==> src/rtl/gpio_sect_pkg.sv <==
package gpio_sect_pkg;
  localparam int WIN_BITS = 6;
  localparam logic [WIN_BITS-1:0] REG_MSTAT = 6'h00;
  localparam logic [WIN_BITS-1:0] REG_RSTAT = 6'h04;
  localparam logic [WIN_BITS-1:0] REG_MSET  = 6'h08;
  localparam logic [WIN_BITS-1:0] REG_MCLR  = 6'h0C;
  localparam logic [WIN_BITS-1:0] REG_DIR   = 6'h10;
  localparam logic [WIN_BITS-1:0] REG_DOUT  = 6'h14;
  localparam logic [WIN_BITS-1:0] REG_DIN   = 6'h18;
  localparam logic [WIN_BITS-1:0] REG_LVL   = 6'h20;
endpackage

==> src/rtl/gpio_sync2.sv <==
module gpio_sync2 #(
  parameter int W = 8
) (
  input  logic         clk,
  input  logic         rst,
  input  logic [W-1:0] d_async,
  output logic [W-1:0] d_sync
);
  logic [W-1:0] meta_q;
  logic [W-1:0] sync_q;

  always_ff @(posedge clk) begin
    if (rst) begin
      meta_q <= '0;
      sync_q <= '0;
    end else begin
      meta_q <= d_async;
      sync_q <= meta_q;
    end
  end

  assign d_sync = sync_q;
endmodule

==> src/rtl/gpio_sect_irq.sv <==
module gpio_sect_irq #(
  parameter int W = 8
) (
  input  logic         clk,
  input  logic         rst,
  input  logic [W-1:0] in_sync,
  input  logic [W-1:0] lvl_sel,
  input  logic [W-1:0] clr_vec,
  output logic [W-1:0] status
);
  logic [W-1:0] prev_q;
  logic [W-1:0] stat_q;
  logic [W-1:0] set_vec;

  always_comb begin
    for (int i = 0; i < W; i++) begin
      if (lvl_sel[i]) set_vec[i] = in_sync[i];
      else            set_vec[i] = in_sync[i] & ~prev_q[i];
    end
  end

  always_ff @(posedge clk) begin
    if (rst) begin
      prev_q <= '0;
      stat_q <= '0;
    end else begin
      prev_q <= in_sync;
      stat_q <= (stat_q & ~clr_vec) | set_vec;
    end
  end

  assign status = stat_q;

  AST_NO_SPURIOUS_SET: assert property (@(posedge clk) disable iff (rst)
    1 |=> (((stat_q & ~$past(stat_q)) & ~$past(in_sync)) == '0))
    else $error("status bit set without a high input");

  AST_LEVEL_HOLD: assert property (@(posedge clk) disable iff (rst)
    1 |=> ((stat_q & $past(lvl_sel & in_sync)) == $past(lvl_sel & in_sync)))
    else $error("level pin status dropped while input high");

  AST_FALL_NO_SET: assert property (@(posedge clk) disable iff (rst)
    1 |=> (((stat_q & ~$past(stat_q)) & ~$past(lvl_sel) & $past(prev_q)) == '0))
    else $error("edge pin status set without a rising edge");
endmodule

==> src/rtl/gpio_sect_bank.sv <==
module gpio_sect_bank
  import gpio_sect_pkg::*;
#(
  parameter int W = 8
) (
  input  logic                clk,
  input  logic                rst,
  input  logic                wr_en,
  input  logic [WIN_BITS-1:0] offset,
  input  logic [W-1:0]        wdata,
  input  logic [W-1:0]        pin_raw,
  output logic [W-1:0]        rd_data,
  output logic [W-1:0]        dout,
  output logic [W-1:0]        oe,
  output logic [W-1:0]        masked
);
  logic [W-1:0] dir_q;
  logic [W-1:0] dout_q;
  logic [W-1:0] mask_q;
  logic [W-1:0] lvl_q;
  logic [W-1:0] in_sync;
  logic [W-1:0] status;
  logic [W-1:0] clr_vec;

  gpio_sync2 #(.W(W)) sync_i (
    .clk     (clk),
    .rst     (rst),
    .d_async (pin_raw),
    .d_sync  (in_sync)
  );

  assign clr_vec = (wr_en && offset == REG_RSTAT) ? wdata : '0;

  gpio_sect_irq #(.W(W)) irq_i (
    .clk     (clk),
    .rst     (rst),
    .in_sync (in_sync),
    .lvl_sel (lvl_q),
    .clr_vec (clr_vec),
    .status  (status)
  );

  always_ff @(posedge clk) begin
    if (rst) begin
      dir_q  <= '1;
      dout_q <= '0;
      mask_q <= '1;
      lvl_q  <= '0;
    end else if (wr_en) begin
      case (offset)
        REG_DIR:  dir_q  <= wdata;
        REG_DOUT: dout_q <= wdata;
        REG_MSET: mask_q <= mask_q | wdata;
        REG_MCLR: mask_q <= mask_q & ~wdata;
        REG_LVL:  lvl_q  <= lvl_q | wdata;
        default:  ;
      endcase
    end
  end

  assign masked = status & ~mask_q;
  assign dout   = dout_q;
  assign oe     = ~dir_q;

  always_comb begin
    case (offset)
      REG_MSTAT: rd_data = masked;
      REG_RSTAT: rd_data = status;
      REG_MSET:  rd_data = mask_q;
      REG_DIR:   rd_data = dir_q;
      REG_DOUT:  rd_data = dout_q;
      REG_DIN:   rd_data = in_sync;
      REG_LVL:   rd_data = lvl_q;
      default:   rd_data = '0;
    endcase
  end

  AST_LEVEL_ONLY_GROWS: assert property (@(posedge clk) disable iff (rst)
    1 |=> ((lvl_q & $past(lvl_q)) == $past(lvl_q)))
    else $error("level selection bit returned to edge");

  AST_MASK_SET_WRITE: assert property (@(posedge clk) disable iff (rst)
    (wr_en && offset == REG_MSET) |=> ((mask_q & $past(wdata)) == $past(wdata)))
    else $error("mask set write did not set bits");

  AST_MASK_CLR_WRITE: assert property (@(posedge clk) disable iff (rst)
    (wr_en && offset == REG_MCLR) |=> ((mask_q & $past(wdata)) == '0))
    else $error("unmask write did not clear bits");
endmodule

==> src/rtl/gpio_sect_ctrl.sv <==
module gpio_sect_ctrl
  import gpio_sect_pkg::*;
#(
  parameter int NUM_BANKS = 4,
  parameter int BANK_W    = 8,
  parameter int DATA_W    = 32,
  localparam int SEL_W    = (NUM_BANKS > 1) ? $clog2(NUM_BANKS) : 1,
  localparam int ADDR_W   = WIN_BITS + SEL_W,
  localparam int NPINS    = NUM_BANKS * BANK_W
) (
  input  logic              clk,
  input  logic              rst,
  input  logic              bus_wr,
  input  logic              bus_rd,
  input  logic [ADDR_W-1:0] bus_addr,
  input  logic [DATA_W-1:0] bus_wdata,
  output logic [DATA_W-1:0] bus_rdata,
  input  logic [NPINS-1:0]  pins_in,
  output logic [NPINS-1:0]  pins_out,
  output logic [NPINS-1:0]  pins_oe,
  output logic              irq_out
);
  logic [SEL_W-1:0]    sel;
  logic [WIN_BITS-1:0] offset;
  logic [BANK_W-1:0]   bank_rd [NUM_BANKS];
  logic [NPINS-1:0]    masked_all;
  logic [DATA_W-1:0]   rdata_q;
  logic                irq_q;

  assign sel    = bus_addr[ADDR_W-1:WIN_BITS];
  assign offset = bus_addr[WIN_BITS-1:0];

  for (genvar b = 0; b < NUM_BANKS; b++) begin : g_bank
    logic bank_wr;
    assign bank_wr = bus_wr && (sel == SEL_W'(b));

    gpio_sect_bank #(.W(BANK_W)) bank_i (
      .clk     (clk),
      .rst     (rst),
      .wr_en   (bank_wr),
      .offset  (offset),
      .wdata   (bus_wdata[BANK_W-1:0]),
      .pin_raw (pins_in[b*BANK_W +: BANK_W]),
      .rd_data (bank_rd[b]),
      .dout    (pins_out[b*BANK_W +: BANK_W]),
      .oe      (pins_oe[b*BANK_W +: BANK_W]),
      .masked  (masked_all[b*BANK_W +: BANK_W])
    );
  end

  always_ff @(posedge clk) begin
    if (rst) begin
      rdata_q <= '0;
      irq_q   <= 1'b0;
    end else begin
      irq_q <= |masked_all;
      if (bus_rd && (int'(sel) < NUM_BANKS)) rdata_q <= DATA_W'(bank_rd[sel]);
      else                                  rdata_q <= '0;
    end
  end

  assign bus_rdata = rdata_q;
  assign irq_out   = irq_q;

  AST_IRQ_FOLLOWS: assert property (@(posedge clk) disable iff (rst)
    1 |=> (irq_out == $past(|masked_all)))
    else $error("interrupt line does not follow masked status");

  AST_RDATA_IDLE: assert property (@(posedge clk) disable iff (rst)
    !bus_rd |=> (bus_rdata == '0))
    else $error("read data nonzero after idle cycle");

  AST_RDATA_UPPER: assert property (@(posedge clk) disable iff (rst)
    1 |=> (bus_rdata[DATA_W-1:BANK_W] == '0))
    else $error("upper read data bits nonzero");
endmodule

==> config.mk <==
export PLATFORM = sky130hd
export DESIGN_NAME = gpio_sect_ctrl
export DESIGN_NICKNAME = d
export VERILOG_FILES = /design/src/rtl/gpio_sect_pkg.sv /design/src/rtl/gpio_sync2.sv /design/src/rtl/gpio_sect_irq.sv /design/src/rtl/gpio_sect_bank.sv /design/src/rtl/gpio_sect_ctrl.sv
export SDC_FILE = /design/constraint.sdc
export NUM_CORES = 1
export LEC_CHECK = 0
export ABC_AREA = 0
export BUFFER_PORTS_ARGS = -buffer_cell sky130_fd_sc_hd__buf_4
export CAP_MARGIN = 30
export CORE_MARGIN = 4
export CORE_UTILIZATION = 52
export DETAILED_ROUTE_END_ITERATION = 10
export PLACE_DENSITY_LB_ADDON = 0.1
export REMOVE_ABC_BUFFERS = 1
export SYNTH_ARGS = -nofsm -noshare
export SYNTH_HDL_FRONTEND = slang
export SYNTH_HIERARCHICAL = 1
export SYNTH_SLANG_ARGS = --single-unit
==> constraint.sdc <==
create_clock -name clk -period 2.7 [get_ports clk]
set_input_delay 0.405 -clock clk [delete_from_list [all_inputs] [get_ports clk]]
set_output_delay 0.405 -clock clk [all_outputs]
set_load 0.05 [all_outputs]
==> impl_metrics.json, run 1 <==
{
  "p_switching_mw": 2.17,
  "seq_area_mm2": 0.00531,
  "grt_pass1_vias": 9779,
  "final_cells": 1732,
  "min_period_ps": 2110,
  "hpwlAfterDp_mm": 23.1,
  "max_cap_violations": 0,
  "slew_violations": 0,
  "antenna_cells": 0,
  "sw_frac_of_total": 0.238,
  "nNetsFinal": 1461,
  "syn_area_per_cell_um2": 10.2,
  "cts-htree-levels": 1,
  "ys_ff_latch": 265,
  "whs_ps": 56.7,
  "yosysWarnings": 6,
  "grt_overflow_total": 0,
  "cts_setup_buffers": 0,
  "ys.flop_type": "dfxtp_1",
  "setup_violations": 0,
  "cp_max_fo": 92,
  "worst-endpoint-required_ps": 3130,
  "grt_pass1_wl_mm": 55.4,
  "worst_setup_path_start_kind": "input pin",
  "die_width_um": 165,
  "clock_sinks": 265,
  "place_congestion": 0.816,
  "r2r_slack_ps": 780,
  "worstSetupEndpointType": "flip-flop",
  "rsz0062_at_grt": "no",
  "grt_max_degree": 93,
  "drive_gt1_frac": 0.266,
  "mostFrequentLayoutCell": "dfxtp_1",
  "setup_tns_ps": 0,
  "slowest_delay_ps": 770,
  "synth_edf_count": 0,
  "path_delay_family": "buffers and inverters",
  "vias_per_cell": 6.01,
  "multi_input_area_mm2": 0.00672,
  "power-per-cell-area_mw_per_mm2": 597,
  "fp-row-count": 57,
  "grt_usage": 0.256,
  "area_growth_pct": 19.0,
  "cts_buffers": 29,
  "internal_power_mw": 6.94,
  "comb_power_share": 0.088,
  "fin_ws_ps": 591,
  "status": "finished, final reports clean",
  "wire_per_inst_um": 20.6,
  "clock_path_buffers": 3,
  "path_clk_slew_ps": 70,
  "fin_area_mm2": 0.0152,
  "yosysSeqAreaShare": 0.414,
  "drc": 0,
  "worstMarginPinSlew_ps": 918,
  "synth-async-reset-ratio": 0,
  "cts-root-buf": "clkbuf_16",
  "layout_common_cells": "265 x dfxtp_1, 200 x buf_4, 68 x and3b_1",
  "antenna_found_initial": 2,
  "vdd_drop_max_v": 0.000418,
  "antenna_left": 0,
  "dr.pass1.iters": 6,
  "ctsResizeCount": 0,
  "netlist-cell-type-count": 45,
  "critical_path_arrival_ps": 2540,
  "place_area_mm2": 0.0142,
  "port_buffers": 124,
  "hold_viol_final": 0,
  "pwr-share-seq": 0.444,
  "fmax_ghz": 0.474,
  "syn_inst": 1253,
  "crit_path_cell_trace": "buf_6 > buf_4 > and3b_1 > a21oi_1 > a311o_1",
  "hold_buffers": 0,
  "fp.dieH_um": 165,
  "pwr-share-clk": 0.468,
  "power_mw": 9.11,
  "pre_cts_ws_ps": 112,
  "path_buf_inv": 2,
  "vias": 10400,
  "fin_util": 0.629,
  "netlist_area_mm2": 0.0128,
  "dp.cells": 1678,
  "finalCritPeriodShare": 0.781,
  "leakage_nw": 6.76,
  "hold_class": "in2reg",
  "fill_cells": 2072,
  "clock_latency_ps": 550,
  "dieArea_mm2": 0.0272,
  "slew_headroom": 0.388,
  "skew_ps": 10.9,
  "slowest_stage": "and3b_1",
  "tritoncts": "built",
  "ios": 173,
  "finalWirelength_mm": 35.7,
  "dr.first_iter.drc_count": 918,
  "core_area_mm2": 0.0242,
  "initial_core_util": 0.528,
  "crit_type": "in2reg"
}
-- synth_stat cells (6+ instances only) --
| cell | n | share of area |
|---|---|---|
| a21o_1 | 32 | 0.019 |
| a21oi_1 | 65 | 0.025 |
| a22o_1 | 32 | 0.022 |
| a311o_1 | 32 | 0.025 |
| a311oi_1 | 32 | 0.022 |
| a41oi_1 | 32 | 0.022 |
| and2b_2 | 24 | 0.016 |
| and2b_4 | 16 | 0.012 |
| and3_1 | 32 | 0.016 |
| and3b_1 | 68 | 0.046 |
| and4_1 | 6 | 0.0041 |
| buf_1 | 8 | 0.0023 |
| buf_2 | 37 | 0.014 |
| buf_4 | 36 | 0.021 |
| buf_6 | 9 | 0.0079 |
| clkbuf_1 | 36 | 0.011 |
| dfxtp_1 | 265 | 0.41 |
| inv_1 | 32 | 0.0094 |
| mux2i_1 | 64 | 0.050 |
| mux4_2 | 6 | 0.011 |
| nand2b_1 | 37 | 0.018 |
| nand3_1 | 32 | 0.012 |
| nor2b_1 | 63 | 0.031 |
| nor2b_2 | 36 | 0.025 |
| nor3b_1 | 17 | 0.010 |
| nor3b_2 | 24 | 0.023 |
| nor4_1 | 8 | 0.0039 |
| nor4b_1 | 32 | 0.022 |
| o21ai_0 | 32 | 0.012 |
| o221ai_1 | 32 | 0.022 |
| o31ai_1 | 32 | 0.019 |
-- power by group through the flow --
stage,registers [mW],logic (mW),clock network (mW)
after CTS,4.05,0.795,4.34
after floorplan,4.12,0.362,0
after detailed placement,4.13,0.792,0
after global placement,4.13,0.783,0
final,4.05,0.803,4.26
after global routing,4.05,0.855,4.50
-- final cells by class --
type / instances / share of cell area
multi-input combinational: 845 / 0.441
sequential: 265 / 0.348
timing repair buffer: 208 / 0.108
clock buffer: 40 / 0.0542
tap: 324 / 0.0266
clock inverter: 14 / 0.0138
inverter: 36 / 0.00886
-- cells by family (layout without fill, tap and decap cells) --
family,Yosys count,count (layout),synth area share
and+or+nand+nor,428,428,0.265
AOI/OAI and AO/OA,321,321,0.188
DFF,265,265,0.414
buffers and inverters,166,298,0.0685
muxes,72,72,0.0646
other,1,24,0.000293
-- per-layer routing --
metal	GRT usage	vias up	part of all wire	routed length, um
met5	0	-	0.00036	13
met4	0.0832	2	0.033	1170
met3	0.0519	80	0.080	2840
met2	0.385	368	0.44	15700
met1	0.368	5032	0.45	16000
li1	-	4934	-	-
-- final timing paths --
check	from	to	cells after the start
worst max-delay path	bus_addr[4]	g_bank[0].bank_i/dir_q[2]	5
worst min-delay path	pins_in[11]	g_bank[1].bank_i/sync_i/meta_q[3]	2
worst max register to register	g_bank[2].bank_i/irq_i/status[5]	bus_rdata[5]	5
worst min register to register	g_bank[2].bank_i/sync_i/meta_q[6]	g_bank[2].bank_i/sync_i/d_sync[6]	1
Note: power is estimated with default switching activity, not from simulation.
==> inputs of run 2 (changes only) <==
Clock period 2.7 ns to 2 ns, I/O delays scaled along.
==> run 2 against run 1 <==
Net effect:
- sequential share of layout area down 1.5 points
- critical path type is now reg2reg
- combinational power up 51%
- routed wire length up 3.8%
- first-iteration DRC count up 20%
- largest cell class unchanged
- cell count up 3.6%
- die area unchanged
- via count up 3.5%
- power up 30%
- design area up 4.6%
==> impl_metrics.json, run 2 (synthesis gave the netlist of run 1 again) <==
{
  "antenna_cells": 0,
  "drc": 0,
  "grt_usage": 0.268,
  "cts_buffers": 28,
  "worst-endpoint-required_ps": 2420,
  "crit_type": "reg2reg",
  "drive_gt1_frac": 0.274,
  "slew_violations": 0,
  "finalWirelength_mm": 37.0,
  "clock_latency_ps": 550,
  "worst_setup_path_start_kind": "flip-flop",
  "worstSetupEndpointType": "flip-flop",
  "initial_core_util": 0.528,
  "antenna_left": 0,
  "cp_max_fo": 2,
  "hpwlAfterDp_mm": 24.4,
  "tritoncts": "built",
  "min_period_ps": 1860,
  "cts-root-buf": "clkbuf_16",
  "vias_per_cell": 6.01,
  "nNetsFinal": 1527,
  "grt_overflow_total": 0,
  "grt_max_degree": 76,
  "dp.cells": 1713,
  "whs_ps": 185,
  "max_cap_violations": 0,
  "cts-htree-levels": 1,
  "leakage_nw": 7.10,
  "seq_area_mm2": 0.00531,
  "worstMarginPinSlew_ps": 543,
  "status": "finished, final reports clean",
  "dr.first_iter.drc_count": 1103,
  "grt_pass1_wl_mm": 57.6,
  "clock_path_buffers": 3,
  "critical_path_arrival_ps": 2280,
  "fmax_ghz": 0.538,
  "final_cells": 1795,
  "rsz0062_at_grt": "no",
  "place_congestion": 0.897,
  "port_buffers": 124,
  "setup_violations": 0,
  "fp-row-count": 57,
  "mostFrequentLayoutCell": "dfxtp_1",
  "vias": 10800,
  "layout_common_cells": "265 x dfxtp_1, 215 x buf_4, 68 x and3b_1",
  "fill_cells": 1976,
  "dieArea_mm2": 0.0272,
  "power-per-cell-area_mw_per_mm2": 740,
  "ios": 173,
  "core_area_mm2": 0.0242,
  "hold_class": "in2reg",
  "vdd_drop_max_v": 0.000577,
  "clock_sinks": 265,
  "skew_ps": 14.2,
  "area_growth_pct": 24.5,
  "dr.pass1.iters": 6,
  "fp.dieH_um": 165,
  "grt_pass1_vias": 10000,
  "multi_input_area_mm2": 0.00672,
  "die_width_um": 165,
  "slew_headroom": 0.638,
  "finalCritPeriodShare": 0.930,
  "antenna_found_initial": 3,
  "hold_viol_final": 0,
  "path_clk_slew_ps": 60,
  "wire_per_inst_um": 20.6
}
-- run 2: cell types whose count changed in the layout (fill, tap and decap cells not counted) --
cell,before,now
buf_4,200,215
buf_12,6,26
dlygate4sd3_1,0,32
bufinv_16,5,1
inv_8,1,0
clkbuf_1,5,7
inv_6,1,0
-- run 2: area by class of cell --
type,instances,share of cell area
Multi-Input combinational cell,845,0.421
Sequential cell,265,0.333
Timing Repair Buffer,275,0.155
Clock buffer,42,0.0523
Tap cell,324,0.0254
Inverter,36,0.00847
Clock inverter,8,0.00439
-- run 2: per-layer routing --
| metal | up-vias | track usage | wire [um] |
|---|---|---|---|
| met4 | 6 | 0.0847 | 1100 |
| met2 | 412 | 0.407 | 16500 |
| met3 | 74 | 0.0514 | 2880 |
| met5 | - | 0 | 35 |
| met1 | 5218 | 0.384 | 16500 |
| li1 | 5070 | - | - |
-- run 2: final timing paths --
check / slack, ps / cells after the start / end / start
min reg2reg: 440 / 1 / g_bank[0].bank_i/sync_i/d_sync[5] / g_bank[0].bank_i/sync_i/meta_q[5]
max: 140 / 5 / bus_rdata[3] / g_bank[2].bank_i/dir_q[3]
max reg2reg: 140 / 5 / bus_rdata[3] / g_bank[2].bank_i/dir_q[3]
min: 190 / 2 / g_bank[3].bank_i/sync_i/d_sync[5] / rst
-- run 2: power by group --
part	switching (mW)	leakage (nW)	internal (mW)
Combinational	0.680	4.50	0.526
Sequential	0.0663	2.16	5.40
Clock	2.14	0.443	2.99
-- run 2: what timing repair did --
action                                  in CTS  in global routing
endpoints found under the setup margin       0                  2
hold buffers                                32                  0
gates resized for setup                      0                  4
endpoints found under the hold margin       32                  0
setup buffers                                0                  0
-- run 2: worst max-delay path, stage by stage (launching register included) --
cell and delay [ps]:
dfxtp_1 320, and3b_1 180, o31ai_1 250, o221ai_1 310, mux4_2 520, nor2b_1 140
-- run 2: per-stage QoR --
step           setup TNS (ps)  total power [mW]  setup slack, ps  utilization  area, um2
2_1_floorplan               0              6.05             48.4            -      12200
3_3_place_gp            -3590              6.70             -481        0.607      14700
3_5_place_dp            -4230              6.72             -524        0.607      14700
4_1_cts                     0              11.9             42.0        0.657      15900
5_1_grt                     0              12.2             91.1        0.658      15900
6_report                    0              11.8              140        0.658      15900
==> inputs of run 3 (changes only) <==
Settings changed: CORE_UTILIZATION 52 to 30, HOLD_SLACK_MARGIN set to 0.15.
Clock period 2 ns to 1.76 ns, I/O delays scaled along.
==> run 3 against run 2 <==
Net effect:
- combinational power up 21%
- critical path depth increased by 1
- core utilization decreased by 25 points
- clock-buffer cell count increased by 7
- sequential share of layout area shrank 2.5 points
- cell count increased by 16%
- critical endpoint is now irq_out
- global-route usage down 8.0 points
- critical path type unchanged
- sequential power grew 14%
- largest power group is now clock
- highest routed layer is now met4
- die area grew 69%
==> impl_metrics.json, run 3 (synthesis gave the netlist of run 1 again) <==
{
  "busiest_layer": "met2",
  "grt_pass1_wl_mm": 67.6,
  "clock_sinks": 265,
  "core_area_mm2": 0.0420,
  "slowest_delay_ps": 440,
  "clock_path_buffers": 3,
  "cts-root-buf": "clkbuf_16",
  "nNetsFinal": 1593,
  "whs_ps": 181,
  "slew_headroom": 0.465,
  "status": "finished, final reports clean",
  "layout_common_cells": "268 x buf_4, 259 x dfxtp_1, 68 x and3b_1",
  "clock_latency_ps": 530,
  "area_growth_pct": 34.5,
  "vias": 10800,
  "hold_class": "in2reg",
  "wire_per_inst_um": 21.4,
  "rsz0062_at_grt": "yes",
  "antenna_found_initial": 0,
  "cts_buffers": 34,
  "fp.dieH_um": 215,
  "max_cap_violations": 0,
  "drc": 0,
  "slew_violations": 0,
  "tritoncts": "built",
  "dr.pass1.iters": 5,
  "slowest_stage": "nor4_1",
  "setup_tns_ps": 0,
  "ios": 173,
  "r2r_slack_ps": 10,
  "finalWirelength_mm": 44.4,
  "path_clk_slew_ps": 60,
  "path_buf_inv": 2,
  "fp-row-count": 75,
  "fin_util": 0.410,
  "mostFrequentLayoutCell": "buf_4",
  "worst-endpoint-required_ps": 2150,
  "fin_ws_ps": 13.9,
  "skew_ps": 12.7,
  "grt_use_met1": 0.260,
  "worstMarginPinSlew_ps": 799,
  "power-per-cell-area_mw_per_mm2": 875,
  "min_period_ps": 1750,
  "grt_max_degree": 51,
  "grt_usage": 0.187,
  "grt_use_met3": 0.0279,
  "pre_cts_ws_ps": -603,
  "grt_overflow_total": 0,
  "antenna_left": 0,
  "worstSetupEndpointType": "flip-flop",
  "path_delay_family": "simple AND/OR/NAND/NOR gates",
  "vdd_drop_max_v": 0.000688,
  "worst_setup_path_start_kind": "flip-flop",
  "crit_path_cell_trace": "buf_4 > nor2b_1 > nor4_1 > buf_4 > and4_1 > a21oi_1",
  "antenna_cells": 0,
  "leakage_nw": 7.43,
  "setup_violations": 0,
  "port_buffers": 124,
  "hold_viol_final": 0,
  "drive_gt1_frac": 0.337,
  "place_congestion": 0.844,
  "cpMostUsedCell": "buf_4",
  "vias_per_cell": 5.21,
  "hpwlAfterDp_mm": 30.9,
  "cts-htree-levels": 2,
  "grtUsageMet2": 0.305,
  "cp_max_fo": 3,
  "die_width_um": 215,
  "initial_core_util": 0.305,
  "critical_path_arrival_ps": 2140,
  "grt_pass1_vias": 10700,
  "fmax_ghz": 0.573,
  "dr.first_iter.drc_count": 590,
  "finalCritPeriodShare": 0.992,
  "dieArea_mm2": 0.0461,
  "crit_type": "reg2reg"
}
## run 3: through the flow
step	total power, mW	std cells	instance area (um2)
floorplan	6.87	1146	12200
global placement	7.72	1984	15400
detailed placement	7.73	1984	15400
CTS	15.3	2080	17100
global route	15.6	2080	17200
finish	15.1	2080	17200
## run 3: worst register-to-register path, stage by stage, from the launching register on
cell     delay, ps
dfxtp_1        300
buf_4          130
nor2b_1        130
nor4_1         440
buf_4          180
and4_1         270
a21oi_1        150
## run 3: worst paths after layout
path,endpoint,cells past startpoint,start
worst max-delay path,irq_out,6,g_bank[1].bank_i/irq_i/status[1]
worst min-delay path,g_bank[0].bank_i/dout[4],3,bus_wdata[4]
worst min register to register,g_bank[2].bank_i/sync_i/d_sync[6],1,g_bank[2].bank_i/sync_i/meta_q[6]
worst max register to register,irq_out,6,g_bank[1].bank_i/irq_i/status[1]
## run 3: power breakdown
group          internal [mW]  switching, mW  leakage (nW)  total, mW
Sequential              6.14         0.0797          2.16       6.22
Combinational          0.635          0.832          4.69       1.47
Clock                   4.66           2.74         0.583       7.40
## run 3: routing by layer
| layer | up-vias | share of wire |
|---|---|---|
| met5 | - | 0 |
| met4 | 0 | 0.018 |
| met3 | 49 | 0.039 |
| met2 | 233 | 0.47 |
| met1 | 5345 | 0.48 |
| li1 | 5216 | - |
## run 3: timing repair
action / 4_1_cts / 5_1_grt
pin swaps: 3 / 9
setup endpoints to repair: 8 / 9
cloned: 0 / 0
hold endpoints to repair: 36 / 0
setup buffers: 0 / 1
resized for setup: 18 / 35
hold buffers: 37 / 0
## run 3: layout make-up
cell class,instances,area [um2]
Sequential cell,265,5310
Timing Repair Buffer,335,2960
Inverter,36,135
Tap cell,539,674
Fill cell,4171,24800
Clock buffer,49,1030
Multi-Input combinational cell,845,6960
Clock inverter,11,164
